===== src/rtl/pcfg_pkg.sv =====
package pcfg_pkg;

    typedef enum logic [0:0] {
        ST_IDLE = 1'b0,
        ST_RESP = 1'b1
    } rd_state_t;

    localparam int SCAN_LO      = 11;
    localparam int DEV_LSB      = 11;
    localparam int DEV_W        = 5;
    localparam logic [7:0] BRIDGE_DEVFN = 8'(11 << 3);

    function automatic logic [31:0] swap32(input logic [31:0] w);
        return {w[7:0], w[15:8], w[23:16], w[31:24]};
    endfunction

endpackage


===== src/rtl/cfg_addr_encoder.sv =====
module cfg_addr_encoder
    import pcfg_pkg::*;
(
    input  logic [31:0] wr_word,
    output logic [31:0] stored
);
    logic [5:0] hit_idx;

    // lowest set bit in 31..SCAN_LO wins; none set leaves 32
    always_comb begin
        hit_idx = 6'd32;
        for (int i = 31; i >= SCAN_LO; i--) begin
            if (wr_word[i]) hit_idx = 6'(i);
        end
    end

    always_comb begin
        stored = (wr_word & 32'h0000_07FC);
        stored[31] = 1'b1;
        stored[DEV_LSB +: DEV_W] = hit_idx[DEV_W-1:0];
    end
endmodule


===== src/rtl/cfg_addr_decoder.sv =====
module cfg_addr_decoder
    import pcfg_pkg::*;
(
    input  logic [31:0] stored,
    output logic [31:0] rd_word
);
    logic [7:0] devfn;
    logic       unused_bits;

    assign devfn       = stored[15:8];
    assign unused_bits = ^{stored[31:16], stored[1:0]};

    always_comb begin
        rd_word = 32'd1 << devfn[7:3];
        rd_word = rd_word | {21'd0, devfn[2:0], 8'd0} | {24'd0, stored[7:2], 2'b00};
    end
endmodule


===== src/rtl/irq_router.sv =====
module irq_router #(
    parameter int NUM_DEV   = 4,
    parameter int FIRST_DEV = 12
) (
    input  logic [4*NUM_DEV-1:0] dev_irq,
    output logic [3:0]           shared_irq
);
    localparam int NPIN = 4;

    for (genvar l = 0; l < 4; l++) begin : g_line
        always_comb begin
            shared_irq[l] = 1'b0;
            for (int k = 0; k < NUM_DEV; k++) begin
                for (int p = 0; p < NPIN; p++) begin
                    if (((p + FIRST_DEV + k) % 4) == l)
                        shared_irq[l] = shared_irq[l] | dev_irq[NPIN*k + p];
                end
            end
        end
    end
endmodule


===== src/rtl/pci_cfgaddr_xlate.sv =====
module pci_cfgaddr_xlate
    import pcfg_pkg::*;
#(
    parameter int ADDR_W         = 12,
    parameter int NUM_DEV        = 4,
    parameter int FIRST_DEV      = 12,
    parameter int HOST_IRQ_W     = 12,
    parameter int IRQ_BASE       = 8,
    parameter bit BIG_ENDIAN_CPU = 1'b0
) (
    input  logic                  clk,
    input  logic                  rst_n,
    input  logic                  cpu_wr,
    input  logic                  cpu_rd,
    input  logic [ADDR_W-1:0]     cpu_addr,
    input  logic [1:0]            cpu_size,
    input  logic [31:0]           cpu_wdata,
    output logic [31:0]           cpu_rdata,
    output logic                  cpu_rvalid,
    input  logic [4*NUM_DEV-1:0]  dev_irq,
    output logic [HOST_IRQ_W-1:0] host_irq,
    output logic                  cfg_self_sel
);
    localparam int IRQ_TOP = IRQ_BASE + 3;

    rd_state_t   state_q, state_d;
    logic [31:0] addr_q;
    logic [31:0] wr_in, enc_out, dec_out, rd_out;
    logic [3:0]  shared_irq;
    logic        unused_ok;

    assign unused_ok = ^{cpu_addr, cpu_size};

    // optional byte reversal on both directions
    if (BIG_ENDIAN_CPU) begin : g_swap
        assign wr_in  = swap32(cpu_wdata);
        assign rd_out = swap32(dec_out);
    end else begin : g_noswap
        assign wr_in  = cpu_wdata;
        assign rd_out = dec_out;
    end

    cfg_addr_encoder u_enc (.wr_word(wr_in), .stored(enc_out));
    cfg_addr_decoder u_dec (.stored(addr_q), .rd_word(dec_out));

    irq_router #(.NUM_DEV(NUM_DEV), .FIRST_DEV(FIRST_DEV)) u_irq (
        .dev_irq    (dev_irq),
        .shared_irq (shared_irq)
    );

    always_comb begin
        host_irq = '0;
        host_irq[IRQ_BASE +: 4] = shared_irq;
    end

    // address register: written in any state
    always_ff @(posedge clk) begin
        if (!rst_n)      addr_q <= 32'd0;
        else if (cpu_wr) addr_q <= enc_out;
    end

    // state register
    always_ff @(posedge clk) begin
        if (!rst_n) state_q <= ST_IDLE;
        else        state_q <= state_d;
    end

    // next state: GO_RESP, STAY_RESP, GO_IDLE, HOLD_IDLE
    always_comb begin
        state_d = state_q;
        unique case (state_q)
            ST_IDLE: state_d = cpu_rd ? ST_RESP : ST_IDLE;
            ST_RESP: state_d = cpu_rd ? ST_RESP : ST_IDLE;
        endcase
    end

    // outputs: response word captured from the pre-write register value
    always_ff @(posedge clk) begin
        if (!rst_n)      cpu_rdata <= 32'd0;
        else if (cpu_rd) cpu_rdata <= rd_out;
    end

    always_comb begin
        cpu_rvalid = 1'b0;
        unique case (state_q)
            ST_IDLE: cpu_rvalid = 1'b0;
            ST_RESP: cpu_rvalid = 1'b1;
        endcase
    end

    assign cfg_self_sel = addr_q[31] && (addr_q[23:16] == 8'd0) && (addr_q[15:8] == BRIDGE_DEVFN);

    AST_WR_ENABLES: assert property (@(posedge clk) disable iff (!rst_n)
        cpu_wr |=> addr_q[31] && addr_q[1:0] == 2'b00 && addr_q[23:16] == 8'd0);
    AST_HOLD_NO_WR: assert property (@(posedge clk) disable iff (!rst_n)
        !cpu_wr |=> $stable(addr_q));
    AST_RD_RESPONDS: assert property (@(posedge clk) disable iff (!rst_n)
        cpu_rd |=> cpu_rvalid);
    AST_NO_SPUR_RVALID: assert property (@(posedge clk) disable iff (!rst_n)
        !cpu_rd |=> !cpu_rvalid);
    AST_RDATA_STABLE: assert property (@(posedge clk) disable iff (!rst_n)
        !cpu_rd |=> $stable(cpu_rdata));
    AST_SELF_NEEDS_EN: assert property (@(posedge clk) disable iff (!rst_n)
        cfg_self_sel |-> addr_q[31]);

    always_comb begin
        if (rst_n) begin
            AST_IRQ_OUTSIDE_ZERO: assert ((host_irq & ~(HOST_IRQ_W'(4'hF) << IRQ_BASE)) == '0);
        end
    end

    initial begin
        AST_IRQ_FITS: assert (IRQ_TOP < HOST_IRQ_W);
    end
endmodule


===== config.mk =====
export PLATFORM = sky130hd
export DESIGN_NAME = pci_cfgaddr_xlate
export DESIGN_NICKNAME = d
export VERILOG_FILES = /design/src/rtl/pcfg_pkg.sv /design/src/rtl/cfg_addr_encoder.sv /design/src/rtl/cfg_addr_decoder.sv /design/src/rtl/irq_router.sv /design/src/rtl/pci_cfgaddr_xlate.sv
export SDC_FILE = /design/constraint.sdc
export NUM_CORES = 1
export LEC_CHECK = 0
export BUFFER_PORTS_ARGS = -buffer_cell sky130_fd_sc_hd__clkbuf_2
export CAP_MARGIN = 5
export CORE_UTILIZATION = 41
export CTS_CLUSTER_DIAMETER = 200
export DETAILED_ROUTE_END_ITERATION = 8
export GPL_TIMING_DRIVEN = 0
export HOLD_SLACK_MARGIN = 0.06
export PLACE_DENSITY = 0.76
export SLEW_MARGIN = 30
export SYNTH_ARGS = -nofsm -noshare
export SYNTH_HDL_FRONTEND = slang
export SYNTH_SLANG_ARGS = --single-unit

===== constraint.sdc =====
create_clock -name clk -period 1.2 [get_ports clk]
set_clock_uncertainty 0.05 [all_clocks]
set_input_delay 0.12 -clock clk [delete_from_list [all_inputs] [get_ports clk]]
set_output_delay 0.12 -clock clk [all_outputs]
set_load 0.02 [all_outputs]

==> out/metrics.csv <==
metric;value;unit
status;complete, but fails checks;
failing checks;negative setup slack;
slowest CP cell;or4b_4;
Mapped Cells;264;
Longest Clk Path Bufs;2;
initial core utilization;43.1;%
Slew Viols, Final;0;
DR iter-0 viols;167;
DP Cell Count;426;
Seq/Total Area, Yosys;43.1;%
first-pass GRT wire length;8970;um
Post-synth EDFFs;0;
Tmin final;1.65;ns
Static Leak;1.41;nW
DRT antenna net count;0;
Post-DP HPWL;4190;um
Placeable Area;5170;um^2
synthesized area;2230;um^2
crit-path cells;or4b_4 -> nor3_4 -> clkbuf_8;
GRT Total Usage;20.5;%
Worst Path Class, Setup;reg2out;
max-cap viol count;0;
number of cell rows;26;
Final Util;62.5;%
CP max stage delay;0.54;ns
Critical Path RT;1.03;ns
FMAX;0.606;GHz
CTS Buf Count;5;
CP top delay family;simple AND/OR/NAND/NOR gates;
final hold violation count;0;
Layout area overhead;44.9;%
worst-path maximum fanout;3;
TritonCTS clock tree;done;
hold crit path type;in2reg;
final worst slack;-0.451;ns
final worst-path cycle share;138;%
Antenna Cells;0;
Power, Total;3.31;mW
Max-Slew Margin vs Limit;62.3;%
synth unique cells;44;
Detailed Route WL;6070;um
Die Area;5740;um^2
Clock Pin Slew Worst Setup and Hold Paths;0.08;ns
Worst Tran Pin Value;0.565;ns
placed inst area;2810;um^2
RSZ-0062 raised after global routing;yes;
synth warn;0;
main flop type after synthesis;dfxtp_1;
routed wire length per instance;13.3;um
maximum number of pins on one net before global-route repair;14;
WP data arrival;1.48;ns
initial antenna violation count;0;
Mean Syn Cell Area;8.45;um^2
Worst Setup End Kind;output port;
setup tns final;-1.70;ns
TritonCTS Sinks;48;
Setup Viol. Count Final;19;
vias per cell;5.04;
FFs w/ async S/R, synth;0;%
Root Buffer;clkbuf_8;
Yosys reg bits;48;
commonest non-fill, non-tap cells in the layout;clkbuf_2, nor2_1, dfxtp_1;
WP buf/inv;1;
peak supply drop;0.436;mV
DR vias;2291;
Finished Cell Area;3230;um^2
die height;75.8;um
total grt overflow;0;
number of primary I/O pins;112;
most common cell after layout, fill and taps aside;clkbuf_2;
layout cells sized above 1;41.0;%
Final #Nets;451;
Hold Worst Slack;0.0734;ns
pwr dens;1020;nW/um^2
Setup WS pre-CTS;-0.207;ns
first-pass iteration count of the detailed router;4;
Die X-Extent;75.8;um
Cell Count, Final, Fillers Out;455;
CTS H-tree lvls;2;
clock latency at the later pin of the worst-skew pair;0.30;ns
startpoint types;flop;
vias in the first global route;1966;
Placer Congestion;0.850;
DRC Markers;0;
Port-buffer cells;85;
==> worst min-delay path, delay by kind of cell <==
kind | cells | cell delay [ns]
compound gates | 1 | 0.12
buf+inv | 1 | 0.10
simple gates | 1 | 0.05
==> path summary, 6_finish.rpt <==
check	start	to	slack (ns)	cells past startpoint
worst max-delay path	addr_q[8]	cfg_self_sel	-0.45	3
worst min-delay path	cpu_wdata[13]	addr_q[11]	0.07	3
worst max register to register	addr_q[11]	cpu_rdata[3]	-0.30	5
worst min register to register	cpu_rdata[0]	cpu_rdata[0]	0.44	2
==> Yosys cell counts (4+ instances only) <==
cell / count / area, um^2
nor3_1: 9 / 45.0
mux2i_1: 17 / 170
buf_2: 7 / 35.0
a21oi_1: 29 / 145
nand2b_1: 10 / 62.6
o21ai_0: 4 / 20.0
nor2_1: 52 / 195
or4_1: 4 / 30.0
nor2b_1: 4 / 25.0
nand2_1: 9 / 33.8
nand3_1: 5 / 25.0
clkbuf_1: 8 / 30.0
dfxtp_1: 48 / 961
buf_4: 8 / 60.1
nand3b_1: 6 / 45.0
or3_1: 5 / 31.3
==> registers in the layout, indices dropped and copies added, names as in the netlist <==
| signal | count |
|---|---|
| cpu_rdata | 32 |
| state_q | 1 |
| addr_q | 15 |
==> area by class of cell <==
type / count / area (um^2)
Fill cell: 454 / 1940
Clock buffer: 7 / 96.3
Tap cell: 70 / 87.6
Sequential cell: 48 / 973
Inverter: 4 / 15.0
Multi-Input combinational cell: 196 / 1270
Buffer: 23 / 163
Timing Repair Buffer: 107 / 627
==> layer usage <==
metal	share of wire (%)	track usage (%)	wire, um	vias up
met3	6.0	5.42	367	9
met5	0	0	0	-
met4	0.92	4.12	56	0
met1	45	26.7	2740	1045
met2	48	34.3	2910	78
li1	-	-	-	1159
==> where the power goes <==
part	leakage [nW]	total [mW]	internal (mW)	switching, mW
clock network	0.0503	1.02	0.513	0.511
logic	0.968	0.600	0.276	0.324
registers	0.394	1.68	1.64	0.0395
==> cell families (layout without fill, tap and decap cells) <==
group | Yosys count | count (layout) | synth area share [%]
compound gates | 52 | 52 | 14.9
simple gates | 119 | 119 | 28.0
mux | 17 | 17 | 7.63
other cells | 1 | 8 | 0.168
buf+inv | 27 | 141 | 6.28
flops | 48 | 48 | 43.1
==> timing repair <==
action                                 4_1_cts  5_1_grt
setup endpoints to repair                   26       30
setup buffers                                3        9
cloned                                       0        1
hold buffers                                 9        0
endpoints found under the hold margin        9        0
pin swaps                                    3       12
gates resized for setup                     18       24
(Power assumes the default switching activity.)
